### src/rtl/dlat_sched.sv
module dlat_sched #(
  parameter int COL_W  = 10,
  parameter int BANK_W = 3,
  parameter int AP_BIT = 10,
  parameter int CFG_W  = 3,
  parameter int CL_MIN = 3,
  parameter int CL_MAX = 7,
  parameter int AL_MAX = 5
) (
  input  logic              clk,
  input  logic              rst_n,
  input  logic              cfg_we,
  input  logic [CFG_W-1:0]  cfg_cas,
  input  logic [CFG_W-1:0]  cfg_add,
  input  logic              cfg_bl8,
  output logic              cfg_err,
  input  logic              cmd_valid,
  input  logic              cmd_write,
  input  logic [BANK_W-1:0] cmd_bank,
  input  logic [AP_BIT:0]   cmd_addr,
  output logic              cmd_err,
  output logic              rd_valid,
  output logic              rd_dqs_en,
  output logic              rd_last,
  output logic [COL_W-1:0]  rd_col,
  output logic              rd_pre,
  output logic [BANK_W-1:0] rd_pre_bank,
  output logic              wr_valid,
  output logic              wr_dqs_en,
  output logic              wr_last,
  output logic [COL_W-1:0]  wr_col,
  output logic              wr_pre,
  output logic [BANK_W-1:0] wr_pre_bank
);

  localparam int PIPE = CL_MAX + AL_MAX;
  localparam int LW   = $clog2(PIPE + 1);

  typedef struct packed {
    logic              v;
    logic              ap;
    logic              bl8;
    logic [BANK_W-1:0] bank;
    logic [COL_W-1:0]  col;
  } ent_t;

  logic [CFG_W-1:0] cl_q, al_q;
  logic             bl8_q;
  logic [LW-1:0]    rl;
  logic             cfg_ok;
  ent_t             new_ent;

  logic [1:0]        vld, last, dqs, prq, bad;
  logic [COL_W-1:0]  colv [2];
  logic [BANK_W-1:0] pbk  [2];

  assign cfg_ok = (cfg_cas >= CFG_W'(CL_MIN)) && (cfg_cas <= CFG_W'(CL_MAX)) &&
                  (cfg_add <= CFG_W'(AL_MAX));
  assign rl = LW'(cl_q) + LW'(al_q);
  assign new_ent = '{v: 1'b1, ap: cmd_addr[AP_BIT], bl8: bl8_q,
                     bank: cmd_bank, col: cmd_addr[COL_W-1:0]};

  always_ff @(posedge clk) begin
    if (!rst_n) begin
      cl_q    <= CFG_W'(CL_MIN);
      al_q    <= '0;
      bl8_q   <= 1'b0;
      cfg_err <= 1'b0;
      cmd_err <= 1'b0;
    end else begin
      cfg_err <= cfg_we && !cfg_ok;
      cmd_err <= |bad;
      if (cfg_we && cfg_ok) begin
        cl_q  <= cfg_cas;
        al_q  <= cfg_add;
        bl8_q <= cfg_bl8;
      end
    end
  end

  for (genvar d = 0; d < 2; d++) begin : g_dir
    ent_t              slot [1:PIPE];
    logic [LW-1:0]     lat;
    logic [2:0]        gap;
    logic              lbl8, hit, acc;
    logic              act, b_ap, pre;
    logic [2:0]        cnt;
    logic [BANK_W-1:0] b_bank, pre_bank;
    logic [COL_W-1:0]  b_col;

    assign lat = (d == 1) ? rl - LW'(1) : rl;
    assign hit = cmd_valid && (cmd_write == (d == 1));
    assign bad[d] = hit && ((gap == 3'd1) || ((gap == 3'd3) && lbl8));
    assign acc = hit && !bad[d];

    always_ff @(posedge clk) begin
      if (!rst_n) begin
        for (int i = 1; i <= PIPE; i++) slot[i] <= '0;
        gap  <= 3'd4;
        lbl8 <= 1'b0;
      end else begin
        for (int i = 1; i < PIPE; i++)
          slot[i] <= (acc && lat == LW'(i)) ? new_ent : slot[i+1];
        slot[PIPE] <= (acc && lat == LW'(PIPE)) ? new_ent : '0;
        gap  <= acc ? 3'd1 : ((gap == 3'd4) ? gap : gap + 3'd1);
        lbl8 <= acc ? bl8_q : lbl8;
      end
    end

    always_ff @(posedge clk) begin
      if (!rst_n) begin
        act      <= 1'b0;
        cnt      <= '0;
        b_ap     <= 1'b0;
        b_bank   <= '0;
        b_col    <= '0;
        pre      <= 1'b0;
        pre_bank <= '0;
      end else begin
        pre      <= act && (cnt == 3'd1) && b_ap;
        pre_bank <= b_bank;
        if (slot[1].v) begin
          act    <= 1'b1;
          cnt    <= slot[1].bl8 ? 3'd4 : 3'd2;
          b_ap   <= slot[1].ap;
          b_bank <= slot[1].bank;
          b_col  <= slot[1].col;
        end else if (act) begin
          cnt <= cnt - 3'd1;
          act <= (cnt != 3'd1);
        end
      end
    end

    assign vld[d]  = act;
    assign last[d] = act && (cnt == 3'd1);
    assign dqs[d]  = act || slot[1].v;
    assign prq[d]  = pre;
    assign colv[d] = b_col;
    assign pbk[d]  = pre_bank;
  end

  assign rd_valid    = vld[0];
  assign rd_dqs_en   = dqs[0];
  assign rd_last     = last[0];
  assign rd_col      = colv[0];
  assign rd_pre      = prq[0];
  assign rd_pre_bank = pbk[0];
  assign wr_valid    = vld[1];
  assign wr_dqs_en   = dqs[1];
  assign wr_last     = last[1];
  assign wr_col      = colv[1];
  assign wr_pre      = prq[1];
  assign wr_pre_bank = pbk[1];

endmodule

### config.mk
export PLATFORM = sky130hd
export DESIGN_NAME = dlat_sched
export DESIGN_NICKNAME = d
export VERILOG_FILES = /design/src/rtl/dlat_sched.sv
export SDC_FILE = /design/constraint.sdc
export NUM_CORES = 1
export LEC_CHECK = 0
export ABC_CLOCK_PERIOD_IN_PS = 2350
export BUFFER_PORTS_ARGS = -buffer_cell sky130_fd_sc_hd__buf_2
export CAP_MARGIN = 20
export CORE_AREA = 10 10 133 257
export DETAILED_ROUTE_END_ITERATION = 6
export DIE_AREA = 0 0 143 267
export HOLD_SLACK_MARGIN = 0.05
export PLACE_DENSITY = 0.76
export SYNTH_ARGS = -nofsm -noshare
export SYNTH_HDL_FRONTEND = slang
export SYNTH_SLANG_ARGS = --single-unit
### constraint.sdc
create_clock -name clk -period 2.35 [get_ports clk]
set_input_delay 0.3525 -clock clk [delete_from_list [all_inputs] [get_ports clk]]
set_output_delay 0.3525 -clock clk [all_outputs]
set_load 0.03 [all_outputs]
==> flow_metrics.env <==
export IMPL_maxSlewHeadroom_pct=53.0
export IMPL_gp_congestion=0.776
export IMPL_startpoint_type="flip-flop"
export IMPL_die_x_um=143
export IMPL_synth_main_ff_cell="dfxtp_1"
export IMPL_synth_fp_nets=1552
export IMPL_final_layout_size_suffix_gt1_share_pct=13.9
export IMPL_fp_dieH_um=267
export IMPL_grt_usage_pct=16.0
export IMPL_p_sw_share_pct=22.1
export IMPL_hold_ws_ns=0.0745
export IMPL_ys_ff_latch=445
export IMPL_fmaxAchievable_mhz=437
export IMPL_p_seq_share_pct=50.9
export IMPL_hold_violations=0
export IMPL_required_ns=2.78
export IMPL_ant_nets=0
export IMPL_max_vdd_ir_drop_mv=0.515
export IMPL_n_antenna_cell=0
export IMPL_r2r_start="cl_q[0]$_SDFFE_PN1P_"
export IMPL_portBuffers=61
export IMPL_start_util_pct=54.2
export IMPL_drt_total_wl_um=30100
export IMPL_leakagePower_nw=7.31
export IMPL_yosysWarnings=0
export IMPL_ioPinCount=62
export IMPL_hold_path_depth=2
export IMPL_synth_edff_count=0
export IMPL_dieArea_mm2=0.0382
export IMPL_grt_pass1_vias=10300
export IMPL_crit_path_end_kind="flip-flop"
export IMPL_ff2ff_path_depth=7
export IMPL_switching_power_mw=3.35
export IMPL_grt_pass1_wl_um=50700
export IMPL_critPathKind="flip-flop to flip-flop"
export IMPL_slew_violations=0
export IMPL_holdCritStartpoint="cmd_addr[4]"
export IMPL_nets=1601
export IMPL_clock_skew_ns=0.0176
export IMPL_instances_no_fill=1954
export IMPL_numCtsBuffers=36
export IMPL_hpwl_um=19900
export IMPL_path_clk_slew_ns=0.07
export IMPL_avgSynthCellArea_um2=10.8
export IMPL_worst_pin_slew_ns=0.705
export IMPL_grt_antenna_before_repair=0
export IMPL_fp_row_count=90
export IMPL_grt_overflow_total=0
export IMPL_cts_sinks=445
export IMPL_yosysSeqAreaShare_pct=54.7
export IMPL_cts_root_buf="clkbuf_16"
export IMPL_detail_route_wl_per_cell_um=15.4
export IMPL_syn_inst=1510
export IMPL_first_pass_iters=4
export IMPL_fin_crit_sh_pct=97.4
export IMPL_final_common_cell="dfxtp_1"
export IMPL_htree_levels=2
export IMPL_path_max_fanout=16
export IMPL_area_delta_synth_final_pct=14.1
export IMPL_fin_crit_ns=2.29
export IMPL_clock_path_buffers=3
export IMPL_outcome="finished clean"
export IMPL_p_int_mw=11.8
export IMPL_syn_area_mm2=0.0163
export IMPL_combPwrFrac_pct=6.4
export IMPL_drc=0
export IMPL_maxCapViolCount=0
export IMPL_synthArstFlopShare_pct=0
export IMPL_clkPwrFrac_pct=42.7
export IMPL_cp_arrival_ns=2.72
export IMPL_num_vias=9997
export IMPL_grt_max_degree=154
export IMPL_clk_latency_ns=0.53
export IMPL_synth_distinct_cells=48
export IMPL_core_area_mm2=0.0301
export IMPL_r2r_setup_slack_ns=0.06
export IMPL_cts_tree="built"
export IMPL_holdPathEnd="g_dir[1].slot[3][4]$_SDFF_PN0_"
export IMPL_fin_util_pct=61.8
export IMPL_p_per_area_mw_per_mm2=815
export IMPL_setup_viol=0
export IMPL_hp_class="input port to flip-flop"
export IMPL_vias_per_cell=5.12
export IMPL_final_cell_mix="dfxtp_1 (444), nand2_1 (365), mux2i_1 (363), buf_2 (60)"
export IMPL_dp_cells=1878
export IMPL_dr_first_iter_drc_count=429
export IMPL_reg2reg_to="g_dir[0].slot[0][149]$_SDFF_PN0_"
==> cell usage after synthesis, drive strengths merged, types with 3 or more instances <==
master / count / area (um2)
clkbuf: 88 / 332
nand2: 366 / 1370
or3: 3 / 18.8
xnor2: 6 / 52.6
a21boi: 8 / 60.1
nor2: 8 / 30.0
nor4: 7 / 140
inv: 17 / 63.8
nor3: 12 / 178
buf: 31 / 312
mux2i: 366 / 3660
nand2b: 6 / 37.5
a21oi: 7 / 50.1
and3: 4 / 25.0
and2: 37 / 231
o21a: 19 / 143
nor3b: 6 / 55.1
nor2b: 38 / 238
ha: 15 / 188
dfxtp: 445 / 8910
==> metal layers <==
layer | global-route usage, % | up-vias | routed length (um)
met5 | 0 | - | 0
met4 | 6.33 | 0 | 782
met3 | 2.10 | 53 | 749
met2 | 31.3 | 97 | 16900
met1 | 16.4 | 4817 | 11700
li1 | - | 5030 | -
==> cell type report <==
cell class | count | area [um2]
inverters | 17 | 63.8
well taps | 368 | 460
fillers | 2367 | 11500
repair buffers | 130 | 1130
multi-input cells | 929 | 6720
clock inverters | 14 | 215
flip-flops and latches | 445 | 8910
clock buffers | 51 | 1080
==> critical path, cell delays in order, from the launching register on <==
cell and delay (ns):
dfxtp_1 0.38, ha_4 0.18, fa_2 0.49, nand2b_2 0.26
buf_4 0.20, nor3_4 0.20, buf_12 0.20, mux2i_2 0.29
==> registers in the layout, summed over array words and instances (netlist names), 2 cells and up <==
name	flops
al_q	3
cl_q	3
g_dir.b_ap	2
g_dir.b_bank	6
g_dir.cnt	6
g_dir.gap	6
g_dir.lbl8	2
g_dir.slot	384
rd_col	10
rd_pre_bank	3
wr_col	10
wr_pre_bank	3
==> through the flow <==
stage	area (um2)	setup TNS [ns]	total power [mW]	worst slack [ns]
6_report	18600	0	15.2	0.0612
5_1_grt	18600	-0.0132	15.7	-0.00932
4_1_cts	18500	0	15.3	0.0149
3_3_place_gp	17100	0	8.79	0.0327
3_5_place_dp	17100	0	8.83	0.000101
2_1_floorplan	16300	0	8.58	0.0164
==> cells by family (layout without fill, tap and decap cells) <==
logic type / after synthesis / count (layout) / share of synthesized area (%)
simple gates: 494 / 494 / 14.6
flops: 445 / 445 / 54.7
buf+inv: 136 / 212 / 4.34
xor+xnor: 7 / 7 / 0.376
mux: 366 / 366 / 22.5
compound gates: 46 / 46 / 2.20
fa+ha+maj: 16 / 16 / 1.28
==> repair_timing <==
item | in CTS | in global routing
setup endpoints to repair | 2 | 55
setup buffers | 0 | 3
gates cloned | 0 | 1
pin swaps | 0 | 3
gates resized for setup | 2 | 9
endpoints found under the hold margin | 12 | 0
hold buffers | 7 | 0
==> how the worst max path moves through the flow <==
| stage | startpoint | to | slack (ns) |
|---|---|---|---|
| finish | cl_q[0]$_SDFFE_PN1P_ | g_dir[0].slot[0][149]$_SDFF_PN0_ | 0.06 |
| global route | cl_q[0]$_SDFFE_PN1P_ | g_dir[1].slot[0][21]$_SDFF_PN0_ | -0.009 |
| CTS | cl_q[0]$_SDFFE_PN1P_ | g_dir[1].slot[0][21]$_SDFF_PN0_ | 0.01 |
| detailed placement | cl_q[0]$_SDFFE_PN1P_ | g_dir[1].slot[0][21]$_SDFF_PN0_ | 0.0001 |
| global placement | cl_q[0]$_SDFFE_PN1P_ | g_dir[1].slot[0][21]$_SDFF_PN0_ | 0.03 |
| floorplan | cl_q[0]$_SDFFE_PN1P_ | g_dir[1].slot[0][22]$_SDFF_PN0_ | 0.02 |
==> power groups by stage <==
stage                     Combinational, mW  Clock [mW]  Sequential, mW
after CTS                             0.964        6.62            7.71
final                                 0.972        6.47            7.71
after global placement                0.913           0            7.88
after detailed placement              0.949           0            7.89
after floorplan                       0.701           0            7.88
after global routing                   1.07        6.90            7.72
(Power assumes the default switching activity.)
